<file path="src/rtl/uwe_pkg.sv">
package uwe_pkg;
   typedef enum logic [2:0] {ST_IDLE, ST_CMD, ST_DATA, ST_READ, ST_HOLD} uwe_state_e;
   typedef enum logic [1:0] {JOB_CLR, JOB_PROG, JOB_CLR_ALL, JOB_PROG_ALL} uwe_job_e;
   localparam logic [1:0] OP_READ = 2'b10;
   localparam logic [1:0] OP_CLR  = 2'b11;
   localparam logic [1:0] OP_PROG = 2'b01;
   localparam logic [1:0] SUB_UNLOCK   = 2'b11;
   localparam logic [1:0] SUB_LOCK     = 2'b00;
   localparam logic [1:0] SUB_CLR_ALL  = 2'b10;
   localparam logic [1:0] SUB_PROG_ALL = 2'b01;
endpackage

</file>
<file path="src/rtl/uwe_sync.sv">
module uwe_sync #(
   parameter int W      = 3,
   parameter int STAGES = 2
) (
   input  logic         clk,
   input  logic         rst_n,
   input  logic [W-1:0] din_i,
   output logic [W-1:0] lvl_o,
   output logic [W-1:0] rise_o,
   output logic [W-1:0] fall_o
);
   if (STAGES < 2) begin : g_bad_stages
      $error("uwe_sync: STAGES must be at least 2");
   end

   logic [STAGES:0][W-1:0] pipe_q;

   always_ff @(posedge clk or negedge rst_n) begin
      if (!rst_n) pipe_q <= '0;
      else        pipe_q <= {pipe_q[STAGES-1:0], din_i};
   end

   assign lvl_o  = pipe_q[STAGES-1];
   assign rise_o = pipe_q[STAGES-1] & ~pipe_q[STAGES];
   assign fall_o = ~pipe_q[STAGES-1] & pipe_q[STAGES];
endmodule

</file>
<file path="src/rtl/uwe_timer.sv">
module uwe_timer #(
   parameter int CYCLE_CLKS = 400
) (
   input  logic clk,
   input  logic rst_n,
   input  logic start_i,
   output logic busy_o
);
   if (CYCLE_CLKS < 1) begin : g_bad_len
      $error("uwe_timer: CYCLE_CLKS must be positive");
   end
   localparam int CW = $clog2(CYCLE_CLKS + 1);

   logic [CW-1:0] left_q;

   always_ff @(posedge clk or negedge rst_n) begin
      if (!rst_n)             left_q <= '0;
      else if (start_i)       left_q <= CW'(CYCLE_CLKS);
      else if (left_q != '0)  left_q <= left_q - 1'b1;
   end

   assign busy_o = (left_q != '0);

   // the controller never launches a second operation while one runs
   p_start_when_idle_r10: assert property (@(posedge clk) disable iff (!rst_n)
      start_i |-> !busy_o);
endmodule

</file>
<file path="src/rtl/uwe_array.sv">
module uwe_array #(
   parameter int NBYTES = 128
) (
   input  logic                       clk,
   input  logic                       rst_n,
   input  logic                       wide_i,
   input  logic                       we_i,
   input  logic                       all_i,
   input  logic [$clog2(NBYTES)-1:0]  addr_i,
   input  logic [15:0]                wdata_i,
   output logic [15:0]                rdata_o
);
   localparam int AW = $clog2(NBYTES);
   if (NBYTES < 4 || (1 << AW) != NBYTES) begin : g_bad_size
      $error("uwe_array: NBYTES must be a power of two of at least 4");
   end

   logic [NBYTES-1:0][7:0] mem_w;

   for (genvar g = 0; g < NBYTES; g++) begin : g_cell
      localparam logic [AW-1:0] IDX = AW'(g);
      logic       hit;
      logic [7:0] val;
      logic [7:0] cell_q;
      assign hit = all_i | (wide_i ? (addr_i[AW-2:0] == IDX[AW-1:1]) : (addr_i == IDX));
      assign val = (wide_i && !IDX[0]) ? wdata_i[15:8] : wdata_i[7:0];
      always_ff @(posedge clk or negedge rst_n) begin
         if (!rst_n)              cell_q <= 8'hFF;
         else if (we_i && hit)    cell_q <= val;
      end
      assign mem_w[g] = cell_q;
   end

   assign rdata_o = wide_i ? {mem_w[{addr_i[AW-2:0], 1'b0}], mem_w[{addr_i[AW-2:0], 1'b1}]}
                           : {mem_w[addr_i], 8'h00};
endmodule

</file>
<file path="src/rtl/uwire_eeprom.sv">
module uwire_eeprom
   import uwe_pkg::*;
#(
   parameter int MEM_BITS    = 1024,
   parameter int SYNC_STAGES = 2,
   parameter int CYCLE_CLKS  = 400
) (
   input  logic clk,
   input  logic rst_n,
   input  logic wide_mode_i,
   input  logic cs_i,
   input  logic sclk_i,
   input  logic sdi_i,
   output logic sdo_o,
   output logic sdo_en_o
);
   localparam int NBYTES = MEM_BITS / 8;
   localparam int NAW    = $clog2(NBYTES);
   localparam int WAW    = NAW - 1;
   localparam int CMDW   = NAW + 2;
   localparam logic [4:0] CMD_LAST_W = 5'(WAW + 1);
   localparam logic [4:0] CMD_LAST_N = 5'(NAW + 1);

   if (MEM_BITS % 16 != 0 || NAW < 3 || NAW > 14) begin : g_bad_mem
      $error("uwire_eeprom: MEM_BITS must be a multiple of 16 giving 3 to 14 address bits");
   end

   // ---------------- input synchronization ----------------
   logic [2:0] lvl, rise, fall;
   uwe_sync #(.W(3), .STAGES(SYNC_STAGES)) u_sync (
      .clk(clk), .rst_n(rst_n), .din_i({cs_i, sclk_i, sdi_i}),
      .lvl_o(lvl), .rise_o(rise), .fall_o(fall));

   logic cs_s, cs_fall, sck_rise, sdi_s;
   assign cs_s     = lvl[2];
   assign cs_fall  = fall[2];
   assign sck_rise = rise[1];
   assign sdi_s    = lvl[0];
   logic unused_edges;
   assign unused_edges = ^{rise[2], rise[0], fall[1:0], lvl[1]};

   // ---------------- state ----------------
   uwe_state_e      st_q;
   uwe_job_e        job_q;
   logic [4:0]      cnt_q;
   logic [CMDW-2:0] cmd_q;
   logic [15:0]     din_q, obuf_q;
   logic [NAW-1:0]  addr_q;
   logic [3:0]      bidx_q;
   logic            armed_q, wen_q, stat_q, sdo_q, rd_on_q;
   logic            busy, start;
   logic [15:0]     word;

   // ---------------- frame decode ----------------
   logic            wide;
   logic [CMDW-1:0] nxt;
   logic [1:0]      op_f, sub_f;
   logic [NAW-1:0]  ad_f, addr_mask;
   logic [4:0]      cmd_last, dat_last;
   logic [3:0]      rd_last;

   assign wide      = wide_mode_i;
   assign nxt       = {cmd_q, sdi_s};
   assign op_f      = wide ? nxt[WAW+1:WAW] : nxt[NAW+1:NAW];
   assign sub_f     = wide ? nxt[WAW-1:WAW-2] : nxt[NAW-1:NAW-2];
   assign ad_f      = wide ? {1'b0, nxt[WAW-1:0]} : nxt[NAW-1:0];
   assign addr_mask = wide ? {1'b0, {WAW{1'b1}}} : {NAW{1'b1}};
   assign cmd_last  = wide ? CMD_LAST_W : CMD_LAST_N;
   assign dat_last  = wide ? 5'd15 : 5'd7;
   assign rd_last   = wide ? 4'd15 : 4'd7;

   assign start = cs_fall && (st_q == ST_HOLD) && armed_q && wen_q && !busy;

   always_ff @(posedge clk or negedge rst_n) begin
      if (!rst_n) begin
         st_q <= ST_IDLE;  job_q <= JOB_CLR;  cnt_q <= '0;  cmd_q <= '0;
         din_q <= '0;  obuf_q <= '0;  addr_q <= '0;  bidx_q <= '0;
         armed_q <= 1'b0;  wen_q <= 1'b0;  stat_q <= 1'b0;  sdo_q <= 1'b0;  rd_on_q <= 1'b0;
      end else if (cs_fall) begin
         st_q    <= ST_IDLE;
         rd_on_q <= 1'b0;
         armed_q <= 1'b0;
         if (start) stat_q <= 1'b1;
      end else if (sck_rise && cs_s) begin
         if (stat_q) begin
            if (sdi_s && !busy) stat_q <= 1'b0;
         end else begin
            case (st_q)
               ST_IDLE: if (sdi_s) begin
                  st_q  <= ST_CMD;
                  cnt_q <= '0;
               end
               ST_CMD: begin
                  cmd_q <= nxt[CMDW-2:0];
                  cnt_q <= cnt_q + 5'd1;
                  if (cnt_q == cmd_last) begin
                     cnt_q  <= '0;
                     addr_q <= ad_f;
                     st_q   <= ST_HOLD;
                     if (op_f == OP_READ) begin
                        st_q <= ST_READ;  rd_on_q <= 1'b1;  sdo_q <= 1'b0;  bidx_q <= '0;
                     end else if (op_f == OP_CLR) begin
                        job_q <= JOB_CLR;  armed_q <= 1'b1;
                     end else if (op_f == OP_PROG) begin
                        job_q <= JOB_PROG;  st_q <= ST_DATA;
                     end else begin
                        case (sub_f)
                           SUB_UNLOCK:  wen_q <= 1'b1;
                           SUB_LOCK:    wen_q <= 1'b0;
                           SUB_CLR_ALL: begin job_q <= JOB_CLR_ALL; armed_q <= 1'b1; end
                           default:     begin job_q <= JOB_PROG_ALL; st_q <= ST_DATA; end
                        endcase
                     end
                  end
               end
               ST_DATA: begin
                  din_q <= {din_q[14:0], sdi_s};
                  cnt_q <= cnt_q + 5'd1;
                  if (cnt_q == dat_last) begin
                     st_q    <= ST_HOLD;
                     armed_q <= 1'b1;
                  end
               end
               ST_READ: begin
                  if (bidx_q == '0) begin
                     sdo_q  <= word[15];
                     obuf_q <= {word[14:0], 1'b0};
                  end else begin
                     sdo_q  <= obuf_q[15];
                     obuf_q <= {obuf_q[14:0], 1'b0};
                  end
                  if (bidx_q == rd_last) begin
                     bidx_q <= '0;
                     addr_q <= (addr_q + 1'b1) & addr_mask;
                  end else begin
                     bidx_q <= bidx_q + 4'd1;
                  end
               end
               default: ;
            endcase
         end
      end
   end

   // ---------------- storage and cycle timer ----------------
   logic        ar_all;
   logic [15:0] ar_wdata;
   assign ar_all   = (job_q == JOB_CLR_ALL) || (job_q == JOB_PROG_ALL);
   assign ar_wdata = ((job_q == JOB_CLR) || (job_q == JOB_CLR_ALL)) ? 16'hFFFF : din_q;

   uwe_array #(.NBYTES(NBYTES)) u_array (
      .clk(clk), .rst_n(rst_n), .wide_i(wide), .we_i(start), .all_i(ar_all),
      .addr_i(addr_q), .wdata_i(ar_wdata), .rdata_o(word));

   uwe_timer #(.CYCLE_CLKS(CYCLE_CLKS)) u_timer (
      .clk(clk), .rst_n(rst_n), .start_i(start), .busy_o(busy));

   assign sdo_o    = stat_q ? ~busy : sdo_q;
   assign sdo_en_o = cs_s & (stat_q | rd_on_q);

   // ---------------- assertions ----------------
   // a timed operation only ever begins with the latch set
   p_cycle_needs_wen_r4: assert property (@(posedge clk) disable iff (!rst_n)
      $rose(busy) |-> wen_q);
   // the status indication cannot be dismissed during the busy period
   p_flag_kept_busy_r9: assert property (@(posedge clk) disable iff (!rst_n)
      (busy && stat_q) |=> stat_q);
   // no frame is accepted while busy
   p_idle_while_busy_r10: assert property (@(posedge clk) disable iff (!rst_n)
      (busy && st_q == ST_IDLE) |=> (st_q == ST_IDLE));
   // the read pointer stays inside the 64-word space in wide mode
   p_wide_addr_range_r3: assert property (@(posedge clk) disable iff (!rst_n)
      (wide && st_q == ST_READ) |-> !addr_q[NAW-1]);
endmodule

</file>
<file path="config.mk">
export PLATFORM = sky130hd
export DESIGN_NAME = uwire_eeprom
export DESIGN_NICKNAME = d
export VERILOG_FILES = /design/src/rtl/uwe_pkg.sv /design/src/rtl/uwe_sync.sv /design/src/rtl/uwe_timer.sv /design/src/rtl/uwe_array.sv /design/src/rtl/uwire_eeprom.sv
export SDC_FILE = /design/constraint.sdc
export NUM_CORES = 2
export LEC_CHECK = 0
export BUFFER_PORTS_ARGS = -buffer_cell sky130_fd_sc_hd__clkbuf_2
export CAP_MARGIN = 20
export CORE_ASPECT_RATIO = 1.5
export CORE_UTILIZATION = 50
export DETAILED_ROUTE_END_ITERATION = 8
export GPL_TIMING_DRIVEN = 0
export MAX_ROUTING_LAYER = met4
export PLACE_DENSITY = 0.76
export SLEW_MARGIN = 10
export SYNTH_ARGS = -nofsm -noshare
export SYNTH_HDL_FRONTEND = slang
export SYNTH_SLANG_ARGS = --single-unit
</file>
<file path="constraint.sdc">
create_clock -name clk -period 3.85 [get_ports clk]
set_input_delay 0.385 -clock clk [delete_from_list [all_inputs] [get_ports clk]]
set_output_delay 0.385 -clock clk [all_outputs]
set_load 0.02 [all_outputs]
</file>
==> flow_metrics.env, run 1 <==
export IMPL_outcome="aborted with a tool error"
export IMPL_lastStage="global routing (5_1_grt)"
export IMPL_error="[ERROR GRT-0116] Global routing finished with congestion. Check the congestion regions in the DRC Viewer."
export IMPL_synth_area_per_cell_um2=11.14
export IMPL_initial_core_util=0.5052
export IMPL_fp_row_count=154
export IMPL_grt_pass1_vias=63440
export IMPL_htree_num_levels=3
export IMPL_yosys_cell_types_count=75
export IMPL_synthArstFlopShare=1.000
export IMPL_synth_seq_area_share=0.4868
export IMPL_cts_buffer_depth=3
export IMPL_synth_edf_count=0
export IMPL_grt_usage=0.7800
export IMPL_synth_warnings=0
export IMPL_grt_overflow=797
export IMPL_port_buffers=6
export IMPL_synthCells=5337
export IMPL_yosys_most_used_dff="dfstp_2"
export IMPL_cts_buffers=110
export IMPL_cts_sinks=1106
export IMPL_die_y_um=424.4
export IMPL_syn_cell_area_mm2=0.05948
export IMPL_ioPinCount=8
export IMPL_die_w_um=283.6
export IMPL_grt_start_max_net_pins=113
export IMPL_grt_pass1_wl_mm=624.2
export IMPL_hpwl_mm=293.0
export IMPL_ys_seq_elements=1106
export IMPL_root_buffer="clkbuf_16"
export IMPL_place_gp_congestion=1.326
export IMPL_synthesis_nets=5355
-- through the flow --
stage,setup slack [ns],hold WS [ns],instance area [µm²],std cells
2_1_floorplan,0.8639,0.08941,59480,5337
3_3_place_gp,-23.25,0.3329,61460,6903
3_5_place_dp,-2.372,0.3372,63140,6994
4_1_cts,-0.1588,0.2444,69100,7264
-- layer usage --
layer	overflow	GRT usage
met4	308	0.7382
met3	29	0.6315
met1	31	0.7799
met5	-	-
met2	429	0.9123
-- logic make-up after synthesis --
family                     Yosys count  share of synthesized area
and+or+nand+nor                   1522                     0.1040
DFF                               1106                     0.4868
AOI/OAI and AO/OA                 1619                     0.1614
muxes                              561                     0.2043
buffers and inverters              512                    0.04016
adders and majority gates           12                   0.002524
xor gates and xnor gates             5                  0.0007364
-- Yosys cell counts (14+ instances only) --
cell | n | area, µm²
o21ai_0 | 64 | 320.3
o22ai_1 | 20 | 125.1
nand2_1 | 191 | 716.9
buf_1 | 21 | 78.83
a22oi_1 | 209 | 1569
a21oi_1 | 1093 | 5470
mux2_2 | 28 | 315.3
a31oi_1 | 35 | 219.0
dfstp_2 | 1024 | 26910
mux2i_1 | 14 | 140.1
buf_4 | 36 | 270.3
a21oi_2 | 92 | 805.8
nor2b_1 | 15 | 93.84
inv_1 | 18 | 67.56
a21oi_4 | 28 | 455.4
dfrtp_1 | 82 | 2052
clkbuf_1 | 208 | 780.8
buf_2 | 217 | 1086
nor2_1 | 1090 | 4091
nand3_1 | 121 | 605.6
mux4_2 | 517 | 11640
nor3_1 | 20 | 100.1
-- what timing repair did --
| action | 4_1_cts |
|---|---|
| pin swaps | 51 |
| hold buffers | 4 |
| setup endpoints to repair | 961 |
| buffers inserted | 64 |
| hold endpoints to repair | 18 |
| gates resized for setup | 305 |
==> run 2: changes to the inputs <==
- CORE_ASPECT_RATIO: 1.5 -> not set
- CORE_UTILIZATION: 50 -> 35
- MAX_ROUTING_LAYER: met4 -> not set
- PLACE_DENSITY: 0.76 -> not set
- PLACE_DENSITY_LB_ADDON: not set -> 0.15
==> run 2 against run 1 <==
  * The flow now finishes, with violations (DRC, setup timing)
  * Synthesized cell count did not move
  * Synthesized area did not move
==> flow_metrics.env, run 2 <==
export IMPL_outcome="finished, violations left"
export IMPL_violations="DRC, setup timing"
export IMPL_synthArstFlopShare=1.000
export IMPL_crit_cells=11
export IMPL_top_regs="u_array.g_cell.cell_q: 1024 flops, din_q: 16 flops, obuf_q: 15 flops"
export IMPL_rsz0062_at_grt="yes"
export IMPL_route_detailed_drc=1
export IMPL_synth_top_area_share=0.4523
export IMPL_ir_drop_v=0.0004975
export IMPL_grt_pass1_wl_mm=565.0
export IMPL_path_clk_slew_ns=0.06
export IMPL_hpwl_mm=330.2
export IMPL_grt_overflow=0
export IMPL_drtPass1Iterations=9
export IMPL_fmax_mhz=239.1
export IMPL_largest_reg_flops=1024
export IMPL_yosys_cell_types_count=75
export IMPL_cts_buffer_depth=3
export IMPL_clk_latency_ns=0.87
export IMPL_startpoint_type="register"
export IMPL_synth_area_per_cell_um2=11.14
export IMPL_coreArea_mm2=0.1680
export IMPL_synth_commonest_cells="a21oi_1, nor2_1, dfstp_2"
export IMPL_htree_num_levels=4
export IMPL_fp_row_count=150
export IMPL_dr_total_vias=58120
export IMPL_yosys_most_used_dff="dfstp_2"
export IMPL_worst_pin_slew_ns=1.316
export IMPL_grt_usage=0.5157
export IMPL_fin_ws_ns=-0.3324
export IMPL_power_w=0.04192
export IMPL_grt_start_max_net_pins=103
export IMPL_p_leak_nw=25.80
export IMPL_p_switching_w=0.01868
export IMPL_cap_violations=0
export IMPL_slew_limit_headroom=0.1224
export IMPL_cts_sinks=1106
export IMPL_drv_slew=0
export IMPL_synthesis_nets=5355
export IMPL_finalNonFillerCells=8038
export IMPL_synth_top_area_cell="dfstp_2"
export IMPL_initial_core_util=0.3541
export IMPL_path_delay_family="buffers and inverters"
export IMPL_drive_above_1_share=0.4553
export IMPL_synth_seq_area_share=0.4868
export IMPL_worstPathMaxFanout=13
export IMPL_p_per_area_mw_per_mm2=580.4
export IMPL_timing_final_crit_share=1.086
export IMPL_finClkSkew_ns=0.04507
export IMPL_root_buffer="clkbuf_16"
export IMPL_setup_viol=115
export IMPL_antenna_left=0
export IMPL_p_comb_frac=0.388
export IMPL_synth_edf_count=0
export IMPL_final_nets=5677
export IMPL_avgViaCountPerCell=7.230
export IMPL_ys_seq_elements=1106
export IMPL_regMostFlops="u_array.g_cell.cell_q"
export IMPL_worstSetupEndpointType="register"
export IMPL_yosysMostFrequentCell="a21oi_1"
export IMPL_die_y_um=414.2
export IMPL_p_clk_frac=0.330
export IMPL_synth_area_top_cells="dfstp_2, mux4_2, a21oi_1, nor2_1, dfrtp_1"
export IMPL_cp_cell_sequence="buf_6 > buf_8 > buf_6 > buf_12 > buf_8 > mux4_2 > a22oi_1 > nand3_1 > nand3_1 > a21o_1 > a21oi_1"
export IMPL_area_growth_syn_to_layout_pct=21.43
export IMPL_dieArea_mm2=0.1716
export IMPL_p_seq_frac=0.282
export IMPL_wl_mm=449.0
export IMPL_worstHoldPathType="in2async"
export IMPL_antenna_found_initial=75
export IMPL_layout_commonest_cell="a21oi_1"
export IMPL_max_stage_delay_ns=0.55
export IMPL_crit_type="reg2reg"
export IMPL_routedWlPerCell_um=55.86
export IMPL_ioPinCount=8
export IMPL_r2r_cells=11
export IMPL_dp_cells=7622
export IMPL_layout_common_cells="a21oi_1, nor2_1, dfstp_2"
export IMPL_finalCriticalPeriod_ns=4.182
export IMPL_place_gp_congestion=1.137
export IMPL_hold_viol=0
export IMPL_cts_buffers=136
export IMPL_p_int_w=0.02324
export IMPL_cts_tree="built"
export IMPL_drt_first_iter_violations=10740
export IMPL_crit_slowest_cell="dfrtp_2"
export IMPL_die_w_um=414.2
export IMPL_synthCells=5337
export IMPL_synth_warnings=0
export IMPL_p_sw_frac=0.4457
export IMPL_cp_arrival_ns=4.88
export IMPL_required_ns=4.55
export IMPL_place_ws_ns=-2.918
export IMPL_path_buf_inv=5
export IMPL_port_buffers=6
export IMPL_syn_cell_area_mm2=0.05948
export IMPL_grt_pass1_vias=52160
export IMPL_final_util=0.4300
==> run 2: cell counts after synthesis <==
No cell type changed its count.
==> run 2: power groups by stage <==
| stage | registers [W] | logic (W) | clock network, W |
|---|---|---|---|
| floorplan | 0.0119 | 0.00457 | 0 |
| global placement | 0.0119 | 0.0129 | 0 |
| detailed placement | 0.0120 | 0.0133 | 0 |
| CTS | 0.0118 | 0.0144 | 0.0138 |
| global route | 0.0118 | 0.0151 | 0.0142 |
| finish | 0.0118 | 0.0163 | 0.0139 |
==> run 2: worst paths after layout <==
path,to,slack [ns],start
min reg2reg,u_sync.lvl_o[0],0.36,u_sync.pipe_q[0]
max in group asynchronous,u_array.g_cell[0].cell_q[7],1.32,rst_n
min,cnt_q[0],0.12,rst_n
max,obuf_q[7],-0.33,addr_q[1]
max reg2reg,obuf_q[7],-0.33,addr_q[1]
min in group clk,u_sync.pipe_q[2],0.21,cs_i
==> run 2: what timing repair did <==
item | CTS | global route
resized for setup | 480 | 96
setup buffers | 79 | 17
setup endpoints to repair | 1014 | 323
hold buffers | 4 | 0
pin swaps | 63 | 13
hold endpoints to repair | 64 | 0
==> run 2: routing by layer <==
| layer | track usage | wire (µm) | vias up |
|---|---|---|---|
| met3 | 0.2710 | 67320 | 1639 |
| met1 | 0.6260 | 162900 | 30260 |
| li1 | - | - | 20360 |
| met4 | 0.4199 | 44380 | 56 |
| met5 | 0.01000 | 827 | - |
| met2 | 0.6688 | 173500 | 5797 |
==> run 2: stage by stage <==
stage / cell area (µm²) / setup TNS, ns / hold slack, ns
floorplan: 59480 / 0 / 0.08941
global route: 72100 / -1.141 / 0.1560
detailed placement: 64030 / -1614.69 / 0.3378
CTS: 71500 / -0.1058 / 0.1192
global placement: 62270 / - / 0.3459
finish: 72230 / -10.61 / 0.1166
==> run 2: cell type report <==
| cell class | instances | area, µm² |
|---|---|---|
| antenna | 64 | 160.2 |
| buffer | 488 | 3545 |
| timing repair buffer | 186 | 2544 |
| multi-input combinational | 3719 | 29480 |
| fill | 15960 | 95750 |
| sequential | 1106 | 28960 |
| clock inverter | 59 | 718.2 |
| tap | 2204 | 2758 |
| inverter | 22 | 90.09 |
| clock buffer | 190 | 3970 |
==> run 2: kinds of logic after synthesis <==
group                    after synthesis  synth area share
buffers and inverters                512           0.04016
flip-flops                          1106            0.4868
AND/OR/NAND/NOR                     1522            0.1040
AO/OA/AOI/OAI                       1619            0.1614
XOR/XNOR                               5         0.0007364
multiplexers                         561            0.2043
adder cells (fa/ha/maj)               12          0.002524
No activity file was read; power rests on OpenSTA's default activity.
